### config.mk
export PLATFORM = sky130hd
export DESIGN_NAME = pmp_csr_bank
export DESIGN_NICKNAME = d
export VERILOG_FILES = /design/src/rtl/pmp_bank_pkg.sv /design/src/rtl/pmpBankCtrl.sv /design/src/rtl/pmpBankDatapath.sv /design/src/rtl/pmp_csr_bank.sv
export SDC_FILE = /design/constraint.sdc
export NUM_CORES = 2
export LEC_CHECK = 0
export BUFFER_PORTS_ARGS = -buffer_cell sky130_fd_sc_hd__clkbuf_2
export CELL_PAD_IN_SITES_DETAIL_PLACEMENT = 0
export CELL_PAD_IN_SITES_GLOBAL_PLACEMENT = 1
export CORE_AREA = 8 8 435 437
export CTS_BUF_LIST = sky130_fd_sc_hd__clkbuf_8
export CTS_CLUSTER_SIZE = 8
export DETAILED_ROUTE_END_ITERATION = 10
export DIE_AREA = 0 0 443 445
export GPL_TIMING_DRIVEN = 0
export PLACE_DENSITY = 0.59
export SLEW_MARGIN = 20
export SYNTH_ARGS = -nofsm -noshare
export SYNTH_HDL_FRONTEND = slang
export SYNTH_SLANG_ARGS = --single-unit
### constraint.sdc
create_clock -name clk -period 7.71 [get_ports clk]
set_clock_uncertainty 0.15 [all_clocks]
set_input_delay 0.771 -clock clk [delete_from_list [all_inputs] [get_ports clk]]
set_output_delay 0.771 -clock clk [all_outputs]
set_load 0.02 [all_outputs]
### src/rtl/pmp_bank_pkg.sv
package pmp_bank_pkg;
  localparam int XLEN_W = 64;
  localparam int SEL_W = 6;
  localparam int LOCK_POS = 7;
  localparam int MODE_LO = 3;

  typedef enum logic [1:0] {
    MODE_OFF   = 2'd0,
    MODE_TOR   = 2'd1,
    MODE_NA4   = 2'd2,
    MODE_NAPOT = 2'd3
  } pmpMode_e;

  typedef struct packed {
    logic             cfgWr;
    logic [SEL_W-1:0] cfgReg;
    logic [7:0]       byteMask;
    logic             addrWr;
    logic [SEL_W-1:0] addrIdx;
    logic             rdCfg;
    logic             rdAddr;
    logic [SEL_W-1:0] rdSel;
  } bankStrobe_t;
endpackage

### src/rtl/pmpBankCtrl.sv
module pmpBankCtrl
  import pmp_bank_pkg::*;
#(
  parameter int          NUM_ENTRIES = 16,
  parameter logic [11:0] CFG_BASE    = 12'h3A0,
  parameter logic [11:0] ADDR_BASE   = 12'h3B0
) (
  input  logic                   clk,
  input  logic                   rst_n,
  input  logic [11:0]            csrAddr,
  input  logic                   csrWe,
  input  logic [NUM_ENTRIES-1:0] lockVec,
  input  logic [NUM_ENTRIES-1:0] torVec,
  output bankStrobe_t            strobe,
  output logic                   flushPulse
);
  localparam int NUM_CFG_REGS = NUM_ENTRIES / 8;
  localparam logic [11:0] CFG_END  = CFG_BASE + 12'd16;
  localparam logic [11:0] ADDR_END = ADDR_BASE + 12'd64;

  logic [11:0] cfgOff, addrOff;
  logic        inCfgWin, inAddrWin;
  logic [3:0]  cfgIdx;
  logic [SEL_W-1:0] cfgRegSel, addrSel;
  logic        cfgValid, addrValid;
  logic [7:0]  byteMask;
  logic [NUM_ENTRIES-1:0] protectVec;
  logic        addrBlocked;
  logic        flushQ;

  assign cfgOff    = csrAddr - CFG_BASE;
  assign addrOff   = csrAddr - ADDR_BASE;
  assign inCfgWin  = (csrAddr >= CFG_BASE) && (csrAddr < CFG_END);
  assign inAddrWin = (csrAddr >= ADDR_BASE) && (csrAddr < ADDR_END);
  assign cfgIdx    = cfgOff[3:0];
  assign cfgRegSel = SEL_W'(cfgIdx[3:1]);
  assign addrSel   = addrOff[SEL_W-1:0];
  assign cfgValid  = inCfgWin && !cfgIdx[0] && (int'(cfgIdx[3:1]) < NUM_CFG_REGS);
  assign addrValid = inAddrWin && (int'(addrSel) < NUM_ENTRIES);

  // Per-entry address guard: own lock, or locked TOR neighbour above.
  genvar gi;
  generate
    for (gi = 0; gi < NUM_ENTRIES; gi++) begin : g_protect
      if (gi + 1 < NUM_ENTRIES) begin : g_mid
        assign protectVec[gi] = lockVec[gi] | (lockVec[gi+1] & torVec[gi+1]);
      end else begin : g_top
        assign protectVec[gi] = lockVec[gi];
      end
    end
  endgenerate

  always_comb begin
    byteMask = '0;
    for (int k = 0; k < 8; k++) begin
      for (int e = 0; e < NUM_ENTRIES; e++) begin
        if ((e / 8 == int'(cfgRegSel)) && (e % 8 == k)) byteMask[k] = !lockVec[e];
      end
    end
  end

  always_comb begin
    addrBlocked = 1'b1;
    for (int e = 0; e < NUM_ENTRIES; e++) begin
      if (int'(addrSel) == e) addrBlocked = protectVec[e];
    end
  end

  always_comb begin
    strobe          = '0;
    strobe.cfgReg   = cfgRegSel;
    strobe.byteMask = byteMask;
    strobe.addrIdx  = addrSel;
    strobe.cfgWr    = csrWe && cfgValid && (|byteMask);
    strobe.addrWr   = csrWe && addrValid && !addrBlocked;
    strobe.rdCfg    = cfgValid;
    strobe.rdAddr   = addrValid;
    strobe.rdSel    = cfgValid ? cfgRegSel : addrSel;
  end

  always_ff @(posedge clk or negedge rst_n) begin
    if (!rst_n) flushQ <= 1'b0;
    else        flushQ <= strobe.cfgWr | strobe.addrWr;
  end
  assign flushPulse = flushQ;

  AST_FLUSH_NEEDS_WRITE: assert property (@(posedge clk) disable iff (!rst_n)
    flushQ |-> $past(csrWe));
  AST_ONE_TARGET: assert property (@(posedge clk) disable iff (!rst_n)
    !(strobe.cfgWr && strobe.addrWr));
  AST_ODD_CFG_NO_WRITE: assert property (@(posedge clk) disable iff (!rst_n)
    (inCfgWin && cfgIdx[0]) |-> !strobe.cfgWr);
endmodule

### src/rtl/pmpBankDatapath.sv
module pmpBankDatapath
  import pmp_bank_pkg::*;
#(
  parameter int NUM_ENTRIES = 16,
  parameter int ADDR_BITS   = 54
) (
  input  logic                             clk,
  input  logic                             rst_n,
  input  bankStrobe_t                      strobe,
  input  logic [XLEN_W-1:0]                wdata,
  output logic [XLEN_W-1:0]                rdata,
  output logic [NUM_ENTRIES-1:0]           lockVec,
  output logic [NUM_ENTRIES-1:0]           torVec,
  output logic [8*NUM_ENTRIES-1:0]         entryCfg,
  output logic [ADDR_BITS*NUM_ENTRIES-1:0] entryAddr
);
  logic [7:0]           cfgQ  [NUM_ENTRIES];
  logic [ADDR_BITS-1:0] addrQ [NUM_ENTRIES];

  genvar gi;
  generate
    for (gi = 0; gi < NUM_ENTRIES; gi++) begin : g_entry
      localparam logic [SEL_W-1:0] MY_REG = SEL_W'(gi / 8);
      localparam logic [SEL_W-1:0] MY_IDX = SEL_W'(gi);
      localparam int BYTE_K = gi % 8;

      always_ff @(posedge clk or negedge rst_n) begin
        if (!rst_n) cfgQ[gi] <= '0;
        else if (strobe.cfgWr && strobe.cfgReg == MY_REG && strobe.byteMask[BYTE_K])
          cfgQ[gi] <= wdata[BYTE_K*8 +: 8];
      end

      always_ff @(posedge clk or negedge rst_n) begin
        if (!rst_n) addrQ[gi] <= '0;
        else if (strobe.addrWr && strobe.addrIdx == MY_IDX)
          addrQ[gi] <= wdata[ADDR_BITS-1:0];
      end

      assign lockVec[gi] = cfgQ[gi][LOCK_POS];
      assign torVec[gi]  = (pmpMode_e'(cfgQ[gi][MODE_LO +: 2]) == MODE_TOR);
      assign entryCfg[gi*8 +: 8] = cfgQ[gi];
      assign entryAddr[gi*ADDR_BITS +: ADDR_BITS] = addrQ[gi];

      AST_LOCK_STICKY: assert property (@(posedge clk) disable iff (!rst_n)
        cfgQ[gi][LOCK_POS] |=> cfgQ[gi][LOCK_POS]);
      AST_LOCKED_CFG_HOLD: assert property (@(posedge clk) disable iff (!rst_n)
        cfgQ[gi][LOCK_POS] |=> $stable(cfgQ[gi]));
      AST_LOCKED_ADDR_HOLD: assert property (@(posedge clk) disable iff (!rst_n)
        cfgQ[gi][LOCK_POS] |=> $stable(addrQ[gi]));
      if (gi + 1 < NUM_ENTRIES) begin : g_tor
        AST_TOR_GUARD: assert property (@(posedge clk) disable iff (!rst_n)
          (cfgQ[gi+1][LOCK_POS] && cfgQ[gi+1][MODE_LO +: 2] == 2'd1)
          |=> $stable(addrQ[gi]));
      end
    end
  endgenerate

  always_comb begin
    rdata = '0;
    if (strobe.rdCfg) begin
      for (int e = 0; e < NUM_ENTRIES; e++) begin
        if (e / 8 == int'(strobe.rdSel)) rdata[(e % 8)*8 +: 8] = cfgQ[e];
      end
    end else if (strobe.rdAddr) begin
      for (int e = 0; e < NUM_ENTRIES; e++) begin
        if (e == int'(strobe.rdSel)) rdata[ADDR_BITS-1:0] = addrQ[e];
      end
    end
  end
endmodule

### src/rtl/pmp_csr_bank.sv
module pmp_csr_bank
  import pmp_bank_pkg::*;
#(
  parameter int          NUM_ENTRIES = 16,
  parameter int          ADDR_BITS   = 54,
  parameter logic [11:0] CFG_BASE    = 12'h3A0,
  parameter logic [11:0] ADDR_BASE   = 12'h3B0
) (
  input  logic                             clk,
  input  logic                             rst_n,
  input  logic [11:0]                      csrAddr,
  input  logic [63:0]                      csrWdata,
  input  logic                             csrWe,
  output logic [63:0]                      csrRdata,
  output logic                             flushPulse,
  output logic [8*NUM_ENTRIES-1:0]         entryCfg,
  output logic [ADDR_BITS*NUM_ENTRIES-1:0] entryAddr
);
  localparam logic [11:0] ADDR_LIMIT = ADDR_BASE + 12'(NUM_ENTRIES);
  localparam logic [11:0] ADDR_END   = ADDR_BASE + 12'd64;

  bankStrobe_t            strobe;
  logic [NUM_ENTRIES-1:0] lockVec;
  logic [NUM_ENTRIES-1:0] torVec;

  pmpBankCtrl #(
    .NUM_ENTRIES(NUM_ENTRIES), .CFG_BASE(CFG_BASE), .ADDR_BASE(ADDR_BASE)
  ) u_ctrl (
    .clk(clk), .rst_n(rst_n), .csrAddr(csrAddr), .csrWe(csrWe),
    .lockVec(lockVec), .torVec(torVec), .strobe(strobe), .flushPulse(flushPulse)
  );

  pmpBankDatapath #(
    .NUM_ENTRIES(NUM_ENTRIES), .ADDR_BITS(ADDR_BITS)
  ) u_dp (
    .clk(clk), .rst_n(rst_n), .strobe(strobe), .wdata(csrWdata),
    .rdata(csrRdata), .lockVec(lockVec), .torVec(torVec),
    .entryCfg(entryCfg), .entryAddr(entryAddr)
  );

  AST_ADDR_OOR_ZERO: assert property (@(posedge clk) disable iff (!rst_n)
    (csrAddr >= ADDR_LIMIT && csrAddr < ADDR_END) |-> csrRdata == '0);
  AST_RESET_NO_FLUSH: assert property (@(posedge clk) disable iff (!rst_n)
    $rose(rst_n) |-> !flushPulse);
endmodule

# Word level (Yosys, flattened, before mapping)
# Cells that the tools add are included.
[totals]
regBits = 993
input_bits = 79
output_inout_bits = 1057
word_cells = 269
[op_classes]
n_addsub = 2
n_lt_le_gt_ge = 6
eq_ne = 62
muxes = 68
bitwise = 31
n_reduce_logical = 67
[op_table]
columns = ["cell", "n"]
rows = [
  ["$mux W54", 18],
  ["$mux W8", 16],
  ["$eq A6 B4 Y1 const B", 12],
  ["$eq A5 B6 Y1 const A", 8],
  ["$eq A6 B5 Y1 const B", 8],
  ["$logic_and A1 B1 Y1", 43],
  ["$eq A6 B3 Y1 const B", 6],
  ["$mux W1", 32],
  ["$eq A2 B1 Y1 const B", 15],
  ["$logic_not A6 Y1", 5],
  ["$eq A4 B6 Y1 const A", 4],
  ["$ge A12 B10 Y1 const B", 2],
  ["$lt A12 B10 Y1 const B", 2],
  ["$eq A6 B2 Y1 const B", 3],
  ["$logic_not A1 Y1", 18],
  ["$or A1 B1 Y1", 16],
  ["$and A1 B1 Y1", 15],
  ["$eq A3 B6 Y1 const A", 2],
  ["$mux W10", 1],
  ["$reduce_or A8 Y1", 1],
  ["$eq A2 B6 Y1 const A", 1],
  ["$eq A6 B1 Y1 const B", 1],
  ["$lt A6 B5 Y1 const B", 1],
  ["$mux W6", 1],
  ["other kinds (5)", 5],
]

# Longest topological paths before layout
[depth]
word_depth = 24
ltp_mapped = 11

# Hierarchy
# A second synthesis with hierarchy kept.
[hier_totals]
cells_unflattened = 3525
hier_area_um2 = 45932.8
[by_module_without_submodules]
columns = ["mod", "n_inst", "cells_per_inst", "area_per_inst_um2", "seq_area_each_um2"]
rows = [
  ["pmpBankDatapath", 1, 3407, 45124.5, 24823.8],
  ["pmpBankCtrl", 1, 118, 808.3, 25.0],
]

# Worst setup path before layout
# OpenSTA, ideal clock, no wires.
[synth_timing]
path_kind = "input-to-output"
from = "input csrAddr[0]"
to = "output csrRdata[8]"
arrival_ns = 3.024
path_slack_ns = 3.765
cell_stages = 11
path_buffers = 5
cell_sequence = "buf_2 -> buf_2 -> nor4_4 -> o2111a_1 -> buf_2 -> o211a_1 -> clkbuf_1 -> clkbuf_1 -> a221oi_1 -> o211a_1 -> o21ai_1"
[synth_via]
elab_chain_len = 24
[synth_lines]
columns = ["item", "line_no", "source"]
rows = [
  ["start: declaration", "pmp_csr_bank.sv:11", "input logic [11:0] csrAddr,"],
  ["$ge A12 B10 Y1, or another cell as far along", "pmpBankCtrl.sv:33", "assign inCfgWin = (csrAddr >= CFG_BASE) && (csrAddr < CFG_END);"],
  ["$logic_and A1 B1 Y1 / $logic_not A1 Y1 (equally long branches)", "pmpBankCtrl.sv:33, pmpBankCtrl.sv:38", ""],
  ["$logic_and A1 B1 Y1 (2 in a row)", "pmpBankCtrl.sv:38", "assign cfgValid = inCfgWin && !cfgIdx[0] && (int'(cfgIdx[3:1]) < NUM_CFG_REGS);"],
  ["$mux W6", "pmpBankCtrl.sv:78", "strobe.rdSel = cfgValid ? cfgRegSel : addrSel;"],
  ["$logic_not A6 Y1", "pmpBankDatapath.sv:62, pmpBankDatapath.sv:66", ""],
  ["$mux W54 (16 in a row)", "pmpBankDatapath.sv:66", "if (e == int'(strobe.rdSel)) rdata[ADDR_BITS-1:0] = addrQ[e];"],
  ["$mux W54", "pmpBankDatapath.sv:64", "end else if (strobe.rdAddr) begin"],
  ["$mux W54 (*)", "pmpBankDatapath.sv:60", "if (strobe.rdCfg) begin"],
  ["end: declaration", "pmp_csr_bank.sv:14", "output logic [63:0] csrRdata,"],
]
# Every way passes the cells marked *; elsewhere a longest branch is shown, timed or not.

# Final worst setup path
[layout_timing]
from = "input csrAddr[1]"
to = "output csrRdata[6]"
[layout_via]
elab_chain_len = 24
[layout_lines]
columns = ["item", "line_no"]
rows = [
  ["$ge A12 B10 Y1 / $lt A12 B10 Y1 (equally long branches)", "pmpBankCtrl.sv:33"],
  ["$logic_and A1 B1 Y1", "pmpBankCtrl.sv:33"],
  ["$logic_and A1 B1 Y1 (2 in a row)", "pmpBankCtrl.sv:38"],
  ["$mux W6", "pmpBankCtrl.sv:78"],
  ["$logic_not A6 Y1", "pmpBankDatapath.sv:62, pmpBankDatapath.sv:66"],
  ["$mux W54 (16 in a row)", "pmpBankDatapath.sv:66"],
  ["$mux W54", "pmpBankDatapath.sv:64"],
  ["$mux W54 (*)", "pmpBankDatapath.sv:60"],
]
# Marked as above.

==> metrics.md <==
| Metric | Value |
|---|---|
| Status | `complete, no violations` |
| Synth-to-Final Area Change | `32.6%` |
| CTS resizes | `0` |
| Mapped Nets | `3877` |
| Worst Hold Path EP | `u_dp.entryAddr[562]` |
| Wire per inst | `43.2 µm` |
| Total track usage | `0.325` |
| Hold Path Class | `in -> reg` |
| Final WL | `336 mm` |
| Rows | `157` |
| Flop-to-flop setup slack | `2560 ps` |
| Nets@finish | `5333` |
| Distinct cells, synth | `71` |
| Worst Path Buf+Inv | `7` |
| Clk slew on worst S/H paths | `50 ps` |
| Worst vdd ir | `0.154 mV` |
| Crit path largest cell delay | `950 ps` |
| Area of the multi-input gates | `18700 µm²` |
| Syn_area_per_cell | `11.9 µm²` |
| Final setup fails | `0` |
| Yosys Warn Count | `0` |
| Hold path cells | `2` |
| R2r endpoint | `u_dp.entryAddr[44]` |
| Post-route minimum period | `6760 ps` |
| Critical path class | `in -> out` |
| Initial drt markers | `5694` |
| Initial Util | `0.248` |
| Residual DRC count | `0` |
| Final hold violation count | `0` |
| Port Buffers | `1134` |
| Critical R2R Launch | `u_dp.entryCfg[15]` |
| Worst path required time | `6790 ps` |
| Mapped Area | `45100 µm²` |
| Yosys reg bits | `993` |
| Initial antenna violation count | `40` |
| Number of max-cap violations | `0` |
| Global route overflow | `0` |
| Startpoint types | `input pin` |
| Origin of the worst setup path | `csrAddr[1]` |
| Register area | `24800 µm²` |
| Top-area cell type share of the netlist area | `0.551` |
| Fmax | `0.148 GHz` |
| First-pass GRT wire length | `435 mm` |
| # IOs | `1136` |
| Fin Setup TNS | `0 ps` |
| Critical Path AT | `5840 ps` |
| CP cell instances | `clkbuf_2 -> buf_2 -> buf_2 -> buf_2 -> o22a_1 -> nand4_1 -> nand2_2 -> buf_2 -> clkbuf_1 -> a22oi_1 -> o22ai_1 -> a21o_1 -> clkbuf_2` |
| Maximum clock insertion buffer count | `3` |
| DIE HEIGHT | `445 µm` |
| Setup bufs post-CTS | `0` |
| Vias in the first global route | `43400` |
| Synth area leader | `dfrtp_1` |
| Reg2Reg Depth | `9` |
| Fillcell total | `18900` |
| CP Capture Type | `output port` |
| DR pass1 iterations | `8` |
| Root buf cell | `clkbuf_8` |
| Syn Inst Count | `3795` |
| Worst-path fanout max | `10` |
| Max Slew Vio Count | `0` |
| Die width | `443 µm` |
| DPL Wire Length | `256 mm` |
| Crit path depth | `13` |
| RSZ-0062 raised after global routing | `no` |
| Hold Buf Count CTS | `63` |
| Top Family by Delay on Critical Path | `buffers and inverters` |
| Placed inst area | `55300 µm²` |
| Power density over the cells | `189 nW/µm²` |
| Num CTS Buffers | `189` |
| Final Cycle Share | `0.877` |
| HP Start | `csrWdata[22]` |
| Crit-path most repeated cell | `buf_2` |
| Top cells by area, synth | `dfrtp_1, mux2_2, o21ai_0` |
| Post-route cell area | `59800 µm²` |
| Primary FF master, synth | `dfrtp_1` |
| Sequential element share of the synthesized area | `0.551` |
| Lkg Pwr | `30.5 nW` |
| Worst skew pair latency | `970 ps` |
| Slew headroom | `0.162` |
| Clk sinks | `993` |
| Largest net degree at the start of global routing | `88` |
| GPL Wtd Cong | `0.926` |
| Post-synth EDFFs | `0` |
| CTS tree | `built` |
| Core area | `182000 µm²` |
| Die ar. | `197000 µm²` |
| Finished Core Util | `0.328` |
| DR vias/cell | `5.69` |
| # H-tree levels | `4` |
| Share of cells above drive strength 1 | `0.436` |
| Actual slew at the worst max-slew pin | `1260 ps` |
| Post-synth ARST share | `1.00` |
| Via count | `44300` |
| Slowest cell on the critical path | `clkbuf_1` |
| Final ANT Viol Nets | `0` |
[through the flow]
step           hold WS (ps)  setup WS, ps  power, mW  cells
3_5_place_dp            338          1120       5.93   7382
4_1_cts                15.1          1110       11.4   7766
5_1_grt                42.0          1050       11.6   7771
2_1_floorplan           325          3760       5.50   3795
3_3_place_gp            337        -20610       5.91   7314
6_report                153           951       11.3   7779
[worst max path at each step]
stage,end,slack [ps]
floorplan,csrRdata[8],3760
global placement,u_dp.entryAddr[623],-20610
detailed placement,csrRdata[6],1120
CTS,csrRdata[6],1110
global route,csrRdata[6],1050
finish,csrRdata[6],950
[power breakdown]
| part | internal, mW | switching (mW) | total (mW) |
|---|---|---|---|
| Combinational | 0.136 | 0.509 | 0.646 |
| Clock | 2.84 | 2.58 | 5.42 |
| Sequential | 5.22 | 0.00756 | 5.23 |
| Total | 8.19 | 3.10 | 11.3 |
[cells in the mapped netlist, drive strengths merged, types with 4 or more instances]
cell     instances
o2111ai         58
mux2           710
o22ai           49
and3b            4
a211oi           4
nand2b           5
or2              5
buf             51
o221a           45
inv             63
dfrtp          993
o211a            9
nand3           21
o21ai          561
a22oi          170
nor3             6
nand3b           5
clkbuf         312
a222oi          53
o22a            61
nor2b            7
o221ai           8
and2             6
a21o            52
and3             4
nor2            55
a221oi         105
nand2          249
o211ai          50
mux2i            7
a21oi           12
nand4           13
[worst register-to-register path: cells and delay by family, from the launching register on]
| family | cells | cell delay [ps] |
|---|---|---|
| AO/OA/AOI/OAI | 5 | 1660 |
| flip-flops | 1 | 710 |
| AND/OR/NAND/NOR | 1 | 450 |
| buffers and inverters | 3 | 2090 |
[placed cells by master (no fill, tap or decap), types with 6 or more instances in the layout]
master            n
clkinv_2         15
clkbuf_1        223
a22oi_1         170
o211a_1           9
o22a_1           61
buf_8             9
dlygate4sd3_1    63
nand3_1          16
a222oi_1         53
o211ai_1         50
inv_1           116
clkinvlp_4        7
o2111ai_1        55
o21ai_0         550
a21oi_1          10
buf_6            25
nor2b_1           7
diode_2          13
buf_2            41
buf_16           31
o221a_2          45
mux2_2          647
clkbuf_2       1222
mux2i_1           7
o21ai_1          10
and2_1            6
mux2_1           63
dfrtp_1         993
o221ai_1          8
nand4_1          12
nor2_1           36
clkbuf_8        236
a221oi_1        105
nor2_2           19
o22ai_1          49
a21o_1           52
nand2_1         244
[cell families after synthesis]
kind of cell,Yosys count,synth area share
AO/OA/AOI/OAI,1260,0.192
AND/OR/NAND/NOR,396,0.0392
flip-flops,993,0.551
adder cells (fa/ha/maj),3,0.000833
multiplexers,717,0.179
buffers and inverters,426,0.0374
[layer usage]
metal	vias to the layer above	track usage	wire length [µm]
met5	-	0	19
met4	4	0.166	20100
met3	649	0.0850	27700
met2	2843	0.537	159000
met1	23400	0.391	129000
li1	17300	-	-
[area by class of cell]
cell class,count,area share
Antenna cell,13,0.000544
Buffer,363,0.0261
Clock buffer,235,0.0541
Clock inverter,86,0.00894
Inverter,63,0.00396
Multi-Input combinational cell,2376,0.313
Sequential cell,993,0.416
Tap cell,2385,0.0499
Timing Repair Buffer,1265,0.128
[flip-flops by register name (all words and copies together), names as in the netlist]
name	flops
u_ctrl.flushPulse	1
u_dp.entryAddr	864
u_dp.entryCfg	128
(Power assumes the default switching activity.)
